### config.mk
export PLATFORM = sky130hd
export DESIGN_NAME = step_settle_ctl
export DESIGN_NICKNAME = d
export VERILOG_FILES = /design/src/rtl/ssc_pkg.sv /design/src/rtl/ssc_window.sv /design/src/rtl/ssc_step_det.sv /design/src/rtl/ssc_sched.sv /design/src/rtl/step_settle_ctl.sv
export SDC_FILE = /design/constraint.sdc
export NUM_CORES = 2
export LEC_CHECK = 0
export BUFFER_PORTS_ARGS = -buffer_cell sky130_fd_sc_hd__buf_2
export CAP_MARGIN = 20
export CORE_MARGIN = 3
export CORE_UTILIZATION = 35
export CTS_CLUSTER_SIZE = 16
export DETAILED_ROUTE_END_ITERATION = 10
export GPL_TIMING_DRIVEN = 0
export RECOVER_POWER = 25
export SLEW_MARGIN = 20
export SYNTH_ARGS = -nofsm -noshare
export SYNTH_HDL_FRONTEND = slang
export SYNTH_HIERARCHICAL = 1
export SYNTH_SLANG_ARGS = --single-unit
### constraint.sdc
create_clock -name clk -period 50.8 [get_ports clk]
set_input_delay 5.08 -clock clk [delete_from_list [all_inputs] [get_ports clk]]
set_output_delay 5.08 -clock clk [all_outputs]
set_load 0.005 [all_outputs]
### src/rtl/ssc_pkg.sv
package ssc_pkg;

  // Window exponent for a given position within the settling schedule.
  function automatic int stage_log2(input int pos, input int n2, input int n4, input int n8);
    if (pos < n2)           return 1;
    if (pos < n2 + n4)      return 2;
    if (pos < n2 + n4 + n8) return 3;
    return 4;
  endfunction

  // Round-to-nearest division by 2**sh using an arithmetic shift.
  function automatic logic signed [63:0] round_shift(input logic signed [63:0] sum, input int sh);
    logic signed [63:0] half;
    if (sh == 0) return sum;
    half = 64'sd1 <<< (sh - 1);
    return (sum + half) >>> sh;
  endfunction

endpackage

### src/rtl/ssc_window.sv
module ssc_window #(
  parameter int DW    = 24,
  parameter int DEPTH = 16,
  parameter int LW    = 3
) (
  input  logic                 clk,
  input  logic                 rst_n,
  input  logic                 push,
  input  logic signed [DW-1:0] cur,
  input  logic [LW-1:0]        len_log2,
  output logic signed [DW-1:0] avg,
  output logic signed [DW-1:0] prev2
);
  import ssc_pkg::*;

  logic signed [DW-1:0] hist [DEPTH];
  logic signed [63:0]   sum;
  logic signed [63:0]   rounded;

  always_ff @(posedge clk or negedge rst_n) begin
    if (!rst_n) begin
      for (int i = 0; i < DEPTH; i++) hist[i] <= '0;
    end else if (push) begin
      hist[0] <= cur;
      for (int i = 1; i < DEPTH; i++) hist[i] <= hist[i-1];
    end
  end

  always_comb begin
    sum = 64'(cur);
    for (int i = 0; i < DEPTH - 1; i++) begin
      if ((i + 1) < (1 << len_log2)) sum = sum + 64'(hist[i]);
    end
    rounded = round_shift(sum, int'(len_log2));
    avg     = rounded[DW-1:0];
  end

  assign prev2 = hist[1];

endmodule

### src/rtl/ssc_step_det.sv
module ssc_step_det #(
  parameter int    DW  = 24,
  parameter longint THR = 167772
) (
  input  logic                 clk,
  input  logic                 rst_n,
  input  logic                 smp_vld,
  input  logic signed [DW-1:0] cur,
  input  logic signed [DW-1:0] prev2,
  input  logic                 chan_chg,
  output logic                 step_hit
);
  localparam logic [DW:0] THR_V = THR[DW:0];

  logic              chg_pend;
  logic signed [DW:0] diff;
  logic [DW:0]        mag;

  always_ff @(posedge clk or negedge rst_n) begin
    if (!rst_n)        chg_pend <= 1'b0;
    else if (smp_vld)  chg_pend <= 1'b0;
    else if (chan_chg) chg_pend <= 1'b1;
  end

  always_comb begin
    diff = (DW+1)'(cur) - (DW+1)'(prev2);
    mag  = diff[DW] ? (DW+1)'(-diff) : (DW+1)'(diff);
  end

  assign step_hit = chg_pend | chan_chg | (mag > THR_V);

endmodule

### src/rtl/ssc_sched.sv
module ssc_sched #(
  parameter int N2  = 2,
  parameter int N4  = 4,
  parameter int N8  = 8,
  parameter int N16 = 6,
  parameter int LW  = 3
) (
  input  logic          clk,
  input  logic          rst_n,
  input  logic          smp_vld,
  input  logic          adapt,
  input  logic          chop,
  input  logic          step_hit,
  output logic          use_avg,
  output logic [LW-1:0] len_log2,
  output logic          active_nx,
  output logic          revert
);
  import ssc_pkg::*;

  localparam int TOTAL = N2 + N4 + N8 + N16;
  localparam int PW    = $clog2(TOTAL + 1);

  logic          active;
  logic [PW-1:0] pos, pos_nx;

  always_comb begin
    active_nx = active;
    pos_nx    = pos;
    use_avg   = 1'b0;
    len_log2  = '0;
    revert    = 1'b0;
    if (!adapt) begin
      active_nx = 1'b0;
    end else if (step_hit) begin
      active_nx = 1'b1;
      pos_nx    = '0;
      use_avg   = 1'b1;
      len_log2  = chop ? LW'(1) : LW'(0);
    end else if (active) begin
      if (pos == PW'(TOTAL)) begin
        active_nx = 1'b0;
        revert    = 1'b1;
      end else begin
        use_avg  = 1'b1;
        len_log2 = LW'(stage_log2(int'(pos), N2, N4, N8));
        pos_nx   = pos + 1'b1;
      end
    end
  end

  always_ff @(posedge clk or negedge rst_n) begin
    if (!rst_n) begin
      active <= 1'b0;
      pos    <= '0;
    end else if (smp_vld) begin
      active <= active_nx;
      pos    <= pos_nx;
    end
  end

endmodule

### src/rtl/step_settle_ctl.sv
module step_settle_ctl #(
  parameter int     DW         = 24,
  parameter int     DEPTH      = 16,
  parameter longint FULL_SCALE = 64'd16777216,
  parameter int     N2         = 2,
  parameter int     N4         = 4,
  parameter int     N8         = 8,
  parameter int     N16        = 6
) (
  input  logic          clk,
  input  logic          rst_n,
  input  logic          smp_vld,
  input  logic [DW-1:0] smp_data,
  input  logic [DW-1:0] fir_data,
  input  logic          cfg_fast,
  input  logic          cfg_skip,
  input  logic          cfg_chop,
  input  logic          chan_chg,
  output logic          res_vld,
  output logic [DW-1:0] res_data,
  output logic          settling
);
  localparam longint THR = FULL_SCALE / 100;
  localparam int     LW  = $clog2($clog2(DEPTH) + 1);

  logic                 adapt;
  logic                 step_hit;
  logic                 use_avg;
  logic                 active_nx;
  logic                 revert;
  logic [LW-1:0]        len_log2;
  logic signed [DW-1:0] avg;
  logic signed [DW-1:0] prev2;

  assign adapt = cfg_fast & ~cfg_skip;

  ssc_window #(.DW(DW), .DEPTH(DEPTH), .LW(LW)) u_win (
    .clk(clk), .rst_n(rst_n), .push(smp_vld), .cur(smp_data),
    .len_log2(len_log2), .avg(avg), .prev2(prev2)
  );

  ssc_step_det #(.DW(DW), .THR(THR)) u_det (
    .clk(clk), .rst_n(rst_n), .smp_vld(smp_vld), .cur(smp_data),
    .prev2(prev2), .chan_chg(chan_chg), .step_hit(step_hit)
  );

  ssc_sched #(.N2(N2), .N4(N4), .N8(N8), .N16(N16), .LW(LW)) u_sch (
    .clk(clk), .rst_n(rst_n), .smp_vld(smp_vld), .adapt(adapt),
    .chop(cfg_chop), .step_hit(step_hit), .use_avg(use_avg),
    .len_log2(len_log2), .active_nx(active_nx), .revert(revert)
  );

  always_ff @(posedge clk or negedge rst_n) begin
    if (!rst_n) begin
      res_vld  <= 1'b0;
      res_data <= '0;
      settling <= 1'b0;
    end else begin
      res_vld <= smp_vld;
      if (smp_vld) begin
        res_data <= use_avg ? avg : fir_data;
        settling <= active_nx;
      end
    end
  end

endmodule

---- Yosys cells after proc, flatten, opt, wreduce, memory -nomap -nowiden ----
Cells that the tools add are included.
word-level totals
  flip-flop bits (word level) ............. 392
  output and inout port bits .............. 26
  bits of input ports ..................... 55
cells by class
  $lt $le $gt $ge ......................... 19
  mux-type cells .......................... 58
  shift operators ......................... 3
  reduce and logical (&&, ||, !) cells .... 4
  add/sub/neg operators ................... 20
  equality and inequality tests ........... 2
  bitwise gates (word level) .............. 4
operators by type and width
  kind                                                                               number
  64-bit two-way mux                                                                 15
  64-bit by 24-bit adder with 64-bit output                                          14
  5-bit by 32-bit less-than comparator with 1-bit output, first input constant       8
  4-bit by 32-bit less-than comparator with 1-bit output, first input constant       4
  24-bit two-way mux                                                                 3
  64-bit adder                                                                       1
  3-bit by 32-bit less-than comparator with 1-bit output, first input constant       2
  2-bit by 32-bit <<< shifter with 64-bit output, first input constant               1
  64-bit by 3-bit >>> shifter with 24-bit output                                     1
  2-bit by 32-bit less-than comparator with 1-bit output, first input constant       1
  1-bit by 3-bit left shift with 32-bit output, first input constant                 1
  1-bit two-way mux                                                                  27
  24-bit by 24-bit adder with 25-bit output                                          1
  25-bit by 18-bit greater-than comparator with 1-bit output, second input constant  1
  25-bit two-way mux                                                                 1
  25-bit negation                                                                    1
  24-bit by 24-bit subtractor with 25-bit output                                     1
  3-bit two-way mux                                                                  7
  5-bit two-way mux                                                                  3
  5-bit by 1-bit adder with 5-bit output, second input constant                      1
  5-bit equality test, second input constant                                         1
  5-bit by 2-bit less-than comparator with 1-bit output, second input constant       1
  5-bit by 3-bit less-than comparator with 1-bit output, second input constant       1
  5-bit by 4-bit less-than comparator with 1-bit output, second input constant       1
  9 further kinds                                                                    12

---- Logic depth before layout (Yosys ltp) ----
  depth after elaboration ................. 60
  mapped depth ............................ 156
  gate-level depth less buffers ........... 148

---- Modules after synthesis ----
The synthesis kept the hierarchy.
modules (own cells, without submodules)
  module           instances  sequential area each (um^2)  cells each  area each (um^2)
  ssc_window       1          9,008.6                      5,074       41,932.7
  ssc_step_det     1          25.0                         385         2,617.5
  step_settle_ctl  1          650.6                        108         1,193.6
  ssc_sched        1          150.1                        51          501.7

---- Worst setup path after synthesis ----
No wires, ideal clock.
  kind .................................... input-to-reg
  start point ............................. in smp_data[0]
  end point ............................... reg res_data[23]
  data required time ...................... 50,723 ps
  library setup time ...................... 77 ps
  stages on the path ...................... 141
  slack ................................... 19,843 ps
  arrival time ............................ 30,879 ps
  cells stage by stage .................... inv_1 ha_1 fa_1 nand2b_1 a21o_4 a21o_1 a211oi_1 a2111oi_4 a41oi_1 xor2_1 or3_1 o41ai_2 o2111ai_1 buf_4 nand3b_1 a2111oi_0 buf_4 inv_1 [... 105 more ...] a21oi_1 a21oi_1 xnor2_1 mux2_2 ha_1 nor2b_1 nor2_1 a21oi_1 a21o_1 a21oi_1 o21ai_0 xnor2_1 xnor2_1 xor2_1 xnor3_1 a221oi_2 mux2i_1 a21oi_1
between the ends
  cells in the longest elaborated chain, start to end .. 42
  elaborated cells on any way between the ends .. 64
  classes of those cells .................. add/sub (19); order compare (16); shift (3); mux (24); bitwise (1); reduce/logical (1)
RTL lines
  what                                                            RTL line               source
  start, declared                                                 step_settle_ctl.sv:13  input logic [DW-1:0] smp_data,
  24-bit by 24-bit subtractor with 25-bit output (*)              ssc_step_det.sv:26     diff = (DW+1)'(cur) - (DW+1)'(prev2);
  25-bit negation                                                 ssc_step_det.sv:27     mag = diff[DW] ? (DW+1)'(-diff) : (DW+1)'(diff);
  25-bit two-way mux (*)                                          ssc_step_det.sv:27
  25-bit by 18-bit greater-than comparator with 1-bit output (*)  ssc_step_det.sv:30     assign step_hit = chg_pend | chan_chg | (mag > THR_V);
  1-bit OR (*)                                                    ssc_step_det.sv:30
  named net step_hit                                              step_settle_ctl.sv:27  logic step_hit;
  3-bit two-way mux (*)                                           ssc_sched.sv:35        end else if (step_hit) begin
  3-bit two-way mux (*)                                           ssc_sched.sv:33        if (!adapt) begin
  named net len_log2[1]                                           step_settle_ctl.sv:31  logic [LW-1:0] len_log2;
  [... 28 more ...]                                               -
  64-bit two-way mux                                              ssc_window.sv:32       if ((i + 1) < (1 << len_log2)) sum = sum + 64'(hist[i]);
  64-bit by 24-bit adder with 64-bit output                       ssc_window.sv:32
  64-bit two-way mux                                              ssc_window.sv:32
  64-bit adder                                                    ssc_pkg.sv:16          return (sum + half) >>> sh;
  64-bit by 3-bit >>> shifter with 24-bit output                  ssc_pkg.sv:16
  24-bit two-way mux (*)                                          ssc_pkg.sv:15          half = 64'sd1 <<< (sh - 1);
  named net avg[23]                                               step_settle_ctl.sv:32  logic signed [DW-1:0] avg;
  24-bit two-way mux (*)                                          step_settle_ctl.sv:61  res_data <= use_avg ? avg : fir_data;
  end signal, assigned                                            step_settle_ctl.sv:61
  end, declared                                                   step_settle_ctl.sv:20  output logic [DW-1:0] res_data,
The timed path passes the listed nets; every way through them passes the cells marked *. The select of a mux whose other input is x is not followed.
A chain may end at the register's enable or synchronous reset.

---- Worst setup path in the final report ----
  start point ............................. in smp_data[11]
  end point ............................... reg res_data[23]
Same word-level chain as after synthesis.

==> impl_metrics.tcl <==
set metrics [dict create \
    clkLatencyLatePin_ns 0.64 \
    drt_wl_total_mm 160.5 \
    violations "max-capacitance violations, max-slew violations" \
    htreeDepth 2 \
    required_ns 51.34 \
    tightest_slew_ns 4.452 \
    rsz0062_at_grt "no" \
    antenna_found_initial 2 \
    die_y_um 369.5 \
    die_area_um2 136500 \
    drt-initial-drc-count 3770 \
    gr-total-overflow 0 \
    cts_buffer_depth 3 \
    slew_headroom_pct -196.8 \
    track_usage_pct 22.87 \
    hold_violations 0 \
    avgSynthCellArea_um2 8.232 \
    ios 81 \
    ys_warn_count 6 \
    synth_area_um2 46240 \
    numCtsBuffers 51 \
    drtPass1Iterations 8 \
    coreArea_um2 130300 \
    crit_path_end_kind "register" \
    vias 43350 \
    post-route-period-util_pct 79.50 \
    numClockSinks 393 \
    slowest_stage "clkbuf_1" \
    postRouteAntennaNets 0 \
    setup_tns_ns 0 \
    setup_violations 0 \
    crit_fanout 12 \
    cts_tree "built" \
    nets 6352 \
    gp_congestion 0.9696 \
    die_x_um 369.5 \
    worstPathArrival_ns 40.93 \
    clock_skew_ns 0.02795 \
    p_per_area_nw_per_um2 48.98 \
    ir_drop_mv 0.02920 \
    start_kind "input pin" \
    final_layout_size_suffix_gt1_share_pct 12.52 \
    total_power_mw 2.487 \
    cts_root_buf "clkbuf_16" \
    grt_pass1_wl_mm 246.4 \
    timing.fmax_mhz 24.76 \
    ctsHoldBuffers 0 \
    syn-instance-count 5617 \
    drv_cap 3 \
    timing.final.crit_period_ns 40.38 \
    place.port_buffers 80 \
    hp-class "register to register" \
    drv_slew 218 \
    start_util_pct 35.49 \
    hpwl_mm 130.8 \
    cpPeakStageDelay_ns 0.96 \
    p_leak_nw 22.90 \
    status "finished with violations" \
    vias_per_cell 5.735 \
    crit_type "input pin to register" \
    wire_per_inst_um 21.24 \
    rows 132 \
    syn2layout_area_growth_pct 9.808 \
    clk_pin_slew_worst_paths_ns 0.06 \
    drc_errors 0 \
    cts_setup_buffers 0 \
    grt_max_degree 89 \
    grt_pass1_vias 41683 \
    cts_resized 0 \
]
cells in the final DEF, fill, tap and decap left out, types with 209 or more instances in the layout:
master	instances
nand2_1	556
a21oi_1	524
ha_1	501
nor2_1	459
mux2_2	415
dfrtp_1	393
o21ai_0	317
xnor2_1	266
inv_1	244
a21o_1	209
sequential cells by signal, summed over array words and instances, names as in the netlist:
register and flops:
u_win/hist 336, u_sch/active 1, u_win/prev2 24, settling 1, u_sch/pos 5, res_vld 1, u_det/chg_pend 1, res_data 24
final timing paths:
kind | endpoint | startpoint | slack (ns) | cells past startpoint
setup / recovery | res_data[23] | smp_data[11] | 10.42 | 140
hold / removal | settling | settling | 0.50 | 1
setup reg to reg | res_data[23] | u_win/prev2[11] | 14.42 | 141
hold reg to reg | settling | settling | 0.50 | 1
max in group asynchronous | u_win/hist[156] | rst_n | 35.62 | 4
min in group asynchronous | u_det/chg_pend | rst_n | 4.57 | 1
report_power, final:
| group | total [mW] | leakage, nW | switching (mW) | internal (mW) |
|---|---|---|---|---|
| Sequential | 0.550 | 4.70 | 0.129 | 0.421 |
| Clock | 0.388 | 0.851 | 0.159 | 0.229 |
| Combinational | 1.55 | 17.4 | 0.866 | 0.683 |
per-stage QoR:
step / setup slack (ns) / std cells / area [µm²] / util (%) / hold WS, ns
4_1_cts: 11.16 / 7558 / 50850 / 39.02 / 0.5073
3_5_place_dp: 10.70 / 7468 / 49140 / 37.71 / 0.4945
6_report: 10.42 / 7559 / 50780 / 38.97 / 0.5024
2_1_floorplan: 19.87 / 5638 / 46320 / - / 0.4472
5_1_grt: 8.159 / 7558 / 50770 / 38.96 / 0.5188
3_3_place_gp: 10.94 / 7460 / 48900 / 37.53 / 0.4913
layout make-up:
cell class,count,area (µm²)
tap,1742,2180
clock inverter,19,264.0
clock buffer,71,1451
buffer,221,1036
fill,13345,79530
timing repair buffer,88,506.7
inverter,246,923.4
antenna,1,2.502
sequential,393,9834
multi-input combinational,4778,34580
worst max-delay path: cells and delay by family:
kind,cells,cell delay (ns)
fa+ha+maj,18,6.23
simple gates,41,8.05
xor+xnor,11,2.33
mux,1,0.13
compound gates,54,14.82
buf+inv,15,4.24
routing by layer:
metal	track usage [%]	share of wire (%)	routed length (µm)	vias to the layer above
met5	0	0	0	-
met4	7.232	3.4	5446	0
met3	3.085	6.4	10310	244
met2	37.44	45	72410	1326
met1	31.06	45	72350	20957
li1	-	-	-	20823
Power figures use the tool's default switching activity.
